`src/rtl/rst_pkg.sv`:
```
package rst_pkg;
    // Origin of a resolved source operand
    typedef enum logic [1:0] {
        SRC_RF    = 2'd0,
        SRC_ROB   = 2'd1,
        SRC_BCAST = 2'd2,
        SRC_WAIT  = 2'd3
    } src_sel_e;
endpackage

```
`src/rtl/rst_map_table.sv`:
```
module rst_map_table #(
    parameter int NREGS = 32,
    parameter int TAG_W = 5,
    parameter int NRD   = 2,
    parameter int REG_W = $clog2(NREGS)
) (
    input  logic                       clk,
    input  logic                       rst_n,
    input  logic                       flush,
    input  logic                       set_en,
    input  logic [REG_W-1:0]           set_idx,
    input  logic [TAG_W-1:0]           set_tag,
    input  logic                       clr_en,
    input  logic [REG_W-1:0]           clr_idx,
    input  logic [TAG_W-1:0]           clr_tag,
    input  logic [NRD-1:0][REG_W-1:0]  rd_idx,
    output logic [NRD-1:0]             rd_busy,
    output logic [NRD-1:0][TAG_W-1:0]  rd_tag
);
    typedef struct packed {
        logic [NREGS-1:0]            busy;
        logic [NREGS-1:0][TAG_W-1:0] tag;
    } map_t;

    map_t map_d, map_q;

    // Next state: flush dominates; commit clears only a matching slot;
    // the issue write comes last so it overrides a same-register clear.
    always_comb begin
        map_d = map_q;
        if (flush) begin
            map_d.busy = '0;
        end else begin
            if (clr_en && map_q.busy[clr_idx] && (map_q.tag[clr_idx] == clr_tag)) begin
                map_d.busy[clr_idx] = 1'b0;
            end
            if (set_en) begin
                map_d.busy[set_idx] = 1'b1;
                map_d.tag[set_idx]  = set_tag;
            end
        end
    end

    always_ff @(posedge clk or negedge rst_n) begin
        if (!rst_n) begin
            map_q <= '0;
        end else begin
            map_q <= map_d;
        end
    end

    // Read ports see registered state only (older mapping)
    for (genvar g = 0; g < NRD; g++) begin : g_rd
        assign rd_busy[g] = map_q.busy[rd_idx[g]];
        assign rd_tag[g]  = map_q.tag[rd_idx[g]];
    end
endmodule

```
`src/rtl/rst_src_resolve.sv`:
```
module rst_src_resolve #(
    parameter int TAG_W  = 5,
    parameter int DATA_W = 32
) (
    input  logic              busy,
    input  logic [TAG_W-1:0]  map_tag,
    input  logic [DATA_W-1:0] rf_data,
    input  logic              rob_done,
    input  logic [DATA_W-1:0] rob_data,
    input  logic              wb_valid,
    input  logic [TAG_W-1:0]  wb_tag,
    input  logic [DATA_W-1:0] wb_data,
    output logic [1:0]        sel,
    output logic              ready,
    output logic [DATA_W-1:0] value
);
    import rst_pkg::*;

    src_sel_e sel_e;

    always_comb begin
        if (!busy) begin
            sel_e = SRC_RF;
            value = rf_data;
        end else if (wb_valid && (wb_tag == map_tag)) begin
            sel_e = SRC_BCAST;
            value = wb_data;
        end else if (rob_done) begin
            sel_e = SRC_ROB;
            value = rob_data;
        end else begin
            sel_e = SRC_WAIT;
            value = '0;
        end
    end

    assign sel   = sel_e;
    assign ready = (sel_e != SRC_WAIT);
endmodule

```
`src/rtl/rename_status_table.sv`:
```
module rename_status_table #(
    parameter int NREGS     = 32,
    parameter int ROB_DEPTH = 32,
    parameter int DATA_W    = 32,
    parameter int NUM_SRC   = 2,
    localparam int REG_W    = $clog2(NREGS),
    localparam int TAG_W    = $clog2(ROB_DEPTH)
) (
    input  logic                          clk,
    input  logic                          rst_n,
    input  logic                          flush,
    input  logic                          iss_valid,
    input  logic                          iss_dst_we,
    input  logic [REG_W-1:0]              iss_dst_idx,
    input  logic [TAG_W-1:0]              iss_rob_tag,
    input  logic [NUM_SRC-1:0][REG_W-1:0] iss_src_idx,
    output logic [NUM_SRC-1:0][REG_W-1:0] rf_raddr,
    input  logic [NUM_SRC-1:0][DATA_W-1:0] rf_rdata,
    output logic [NUM_SRC-1:0][TAG_W-1:0] rob_raddr,
    input  logic [NUM_SRC-1:0]            rob_rdone,
    input  logic [NUM_SRC-1:0][DATA_W-1:0] rob_rdata,
    input  logic                          wb_valid,
    input  logic [TAG_W-1:0]              wb_tag,
    input  logic [DATA_W-1:0]             wb_data,
    input  logic                          cmt_valid,
    input  logic [REG_W-1:0]              cmt_dst_idx,
    input  logic [TAG_W-1:0]              cmt_rob_tag,
    output logic [NUM_SRC-1:0][1:0]       src_sel,
    output logic [NUM_SRC-1:0]            src_ready,
    output logic [NUM_SRC-1:0][DATA_W-1:0] src_value,
    output logic [NUM_SRC-1:0][TAG_W-1:0] src_tag
);
    logic [NUM_SRC-1:0]            map_busy;
    logic [NUM_SRC-1:0][TAG_W-1:0] map_tag;

    rst_map_table #(
        .NREGS (NREGS),
        .TAG_W (TAG_W),
        .NRD   (NUM_SRC),
        .REG_W (REG_W)
    ) u_table (
        .clk     (clk),
        .rst_n   (rst_n),
        .flush   (flush),
        .set_en  (iss_valid && iss_dst_we),
        .set_idx (iss_dst_idx),
        .set_tag (iss_rob_tag),
        .clr_en  (cmt_valid),
        .clr_idx (cmt_dst_idx),
        .clr_tag (cmt_rob_tag),
        .rd_idx  (iss_src_idx),
        .rd_busy (map_busy),
        .rd_tag  (map_tag)
    );

    assign rf_raddr  = iss_src_idx;
    assign rob_raddr = map_tag;
    assign src_tag   = map_tag;

    for (genvar g = 0; g < NUM_SRC; g++) begin : g_src
        rst_src_resolve #(
            .TAG_W  (TAG_W),
            .DATA_W (DATA_W)
        ) u_res (
            .busy     (map_busy[g]),
            .map_tag  (map_tag[g]),
            .rf_data  (rf_rdata[g]),
            .rob_done (rob_rdone[g]),
            .rob_data (rob_rdata[g]),
            .wb_valid (wb_valid),
            .wb_tag   (wb_tag),
            .wb_data  (wb_data),
            .sel      (src_sel[g]),
            .ready    (src_ready[g]),
            .value    (src_value[g])
        );
    end
endmodule

```
`config.mk`:
```
export PLATFORM = sky130hd
export DESIGN_NAME = rename_status_table
export DESIGN_NICKNAME = d
export VERILOG_FILES = /design/src/rtl/rst_pkg.sv /design/src/rtl/rst_map_table.sv /design/src/rtl/rst_src_resolve.sv /design/src/rtl/rename_status_table.sv
export SDC_FILE = /design/constraint.sdc
export NUM_CORES = 1
export LEC_CHECK = 0
export BUFFER_PORTS_ARGS = -buffer_cell sky130_fd_sc_hd__buf_4
export CAP_MARGIN = 15
export CORE_MARGIN = 8
export CORE_UTILIZATION = 45
export DETAILED_ROUTE_END_ITERATION = 10
export HOLD_SLACK_MARGIN = 0.05
export PLACE_DENSITY = 0.7
export SLEW_MARGIN = 15
export SYNTH_ARGS = -nofsm -noshare
export SYNTH_HDL_FRONTEND = slang
export SYNTH_SLANG_ARGS = --single-unit
```
`constraint.sdc`:
```
create_clock -name clk -period 2.85 [get_ports clk]
set_input_delay 0.285 -clock clk [delete_from_list [all_inputs] [get_ports clk]]
set_output_delay 0.285 -clock clk [all_outputs]
set_load 0.05 [all_outputs]
```
==> results.ini <==
[logic_synthesis]
ys_top_cells_by_area=dfrtp_1 33%, mux4_2 19%, mux2_2 13%
synth_compound_area_share_pct=11.7
synth.cell_area_um2=14600
syn-num-nets=1458
synth_common_cells=192 x dfrtp_1, 168 x mux2_2, 122 x mux4_2, 88 x nand2_1, 73 x and2_1
ys.flop_type=dfrtp_1
synth_xor_xnor_area_share_pct=0.720
yosys.area_share.simple_pct=12.3
synth_top_cell_by_area=dfrtp_1
yosysTopAreaCellShare_pct=32.9
synth-edff-count=0
syn_area_per_cell_um2=11.6
synth_fa_ha_area_share_pct=0
synth_most_common_cell=dfrtp_1
ys_types=64
yosysSeqAreaShare_pct=32.9
synthMuxAreaShare_pct=35.9
syn_inst=1254
async_reset_ff_share_pct=100
yosys_warnings=0
synth_top_family_by_area=multiplexers
synth_seq_cells=192

[worst_setup_path]
critPathSlowestCell=mux4_2
r2r_setup_slack_ns=0.02
cp_max_fo=11
arrival_ns=3.37
reg2reg_depth=11
crit_chain=mux4_2 > mux4_2 > nor2_4 > nor3_4 > xnor2_1 > and4_4 > a311o_4 > buf_12 > o221ai_4 > buf_6
cp.depth=10
required_ns=2.57
crit_family=multiplexers
endpoint_kind=output pin
cp-start-kind=flop
cp_common_cell=mux4_2
rr_endpoint=u_table.map_q[163]
crit_type=reg -> out
crit_buf_inv=2
cpPeakStageDelay_ns=0.53

[flow_run]
maxCapViolCount=0

[routing]
drc_errors=0
antenna_left=0
drt_iter0_markers=1397
wl_met1_um=21900
wl_met3_um=6500
firstDrtPassIters=5
avgViaCountPerCell=6.31
avgRoutedWirePerCell_um=27.4
highest_layer=met4
route.met2.wl_um=28400
vias=13800
routed_wl_um=60000

[clock_tree]
clkTransAtPathRegs_ns=0.07
insertion_delay_ns=0.45
root_buffer=clkbuf_16
cts_max_path_buffers=2
cts.sinks=192
cts_buffers=17
htree_levels=4
cts_tree=done

[sta]
clock_skew_ns=0.0124
rsz0062_at_grt=true
report.final.hold_viol_count=0
worstMarginPinSlew_ns=0.718
max_freq_ghz=0.273
drv_slew=0
hold-worst-slack_ns=0.323
fin_crit_ns=3.66
slew-limit-headroom_pct=52.1
setup_viol=70
setup_ws_ns=-0.806
tns_ns=-53.11
period_share_pct=128

[power]
ir_worst_vdd_mv=0.423
cellPowerDensity_nw_per_um2=391
p_leak_nw=9.56
finalPower_mw=8.09

[floorplan]
rows=66
die_h_um=196
io_pins=304
die_w_um=196
dieArea_um2=38500
initial_core_util_pct=45.2
core_um2=32300

[grt]
grt_usage_pct=30.3
grt_pass1_vias=14000
grt_overflow=0
antenna_found_initial=0
grt_max_degree=81
grt_pass1_wl_um=88400

[run_status]
violations=negative setup slack
status=finished, violations left

[hold_path]
whs_endpoint=u_table.map_q[167]
min_from=cmt_dst_idx[3]
hold_class=in -> reg
hold-path-cell-count=4

[place]
place_congestion=0.976
placement.cell_area_um2=19600
place_ws_ns=-0.709
placed_cells=2149
port_buffers=303
dp_hpwl_um=45600

[finish]
final_area_um2=20700
drive_gt1_share_pct=59.6
final_util_pct=64.1
synthToLayoutAreaGrowth_pct=41.8
fin_cells=2189
nets=1938
antenna_cells=0

report_power, final:
part	total, mW	leakage [nW]	switching, mW	internal, mW
registers	3.06	2.62	0.146	2.91
clock network	2.37	0.272	1.20	1.17
logic	2.66	6.66	1.36	1.30
metal layers:
metal	vias to the layer above	GRT usage, %
met3	196	9.15
met4	0	14.1
met1	6966	36.8
met2	892	48.9
met5	-	0
li1	5759	-
cells in the final DEF, fill, tap and decap left out, types with 14 or more instances in the layout:
cell type,netlist,final
nand2_1,88,88
nand3_1,48,38
mux2i_1,53,53
o221ai_4,0,32
o211ai_1,14,14
inv_1,44,44
mux4_2,122,122
a221o_2,0,32
a22oi_1,38,32
dfrtp_1,192,192
buf_4,28,496
mux2_2,168,167
clkbuf_16,0,18
buf_12,2,24
buf_6,11,70
nor2_1,35,31
and2_1,73,73
a21oi_1,33,32
worst min-delay path: stages:
cell and delay [ns]:
buf_4 0.14, or3b_2 0.14, o211ai_1 0.09, nand2_1 0.07
worst max-delay path by stage:
stage                          endpoint  slack [ns]
after floorplan           src_value[32]       -0.75
after global placement    src_value[55]       -0.64
after detailed placement  src_value[55]       -0.71
after CTS                 src_value[53]       -0.82
after global routing      src_value[31]       -0.88
final                     src_value[53]       -0.81
layout make-up:
class / count / area (um2)
flip-flops and latches: 192 / 4800
multi-input cells: 880 / 9500
inverters: 46 / 173
clock inverters: 14 / 123
repair buffers: 597 / 5110
clock buffers: 18 / 439
well taps: 442 / 553
fillers: 2464 / 11600
cells by family (layout without fill, tap and decap cells):
family | after synthesis | in the layout
flip-flops | 192 | 192
multiplexers | 346 | 346
AO/OA/AOI/OAI | 195 | 195
AND/OR/NAND/NOR | 327 | 327
XOR/XNOR | 12 | 12
buffers and inverters | 182 | 675
timing repair:
| action | 4_1_cts | 5_1_grt |
|---|---|---|
| setup endpoints to repair | 71 | 87 |
| hold endpoints to repair | 78 | 0 |
| pin swaps | 7 | 8 |
| cloned | 1 | 1 |
| hold buffers | 1 | 0 |
| setup buffers | 5 | 0 |
| resized for setup | 87 | 22 |
Note: power is estimated with default switching activity, not from simulation.
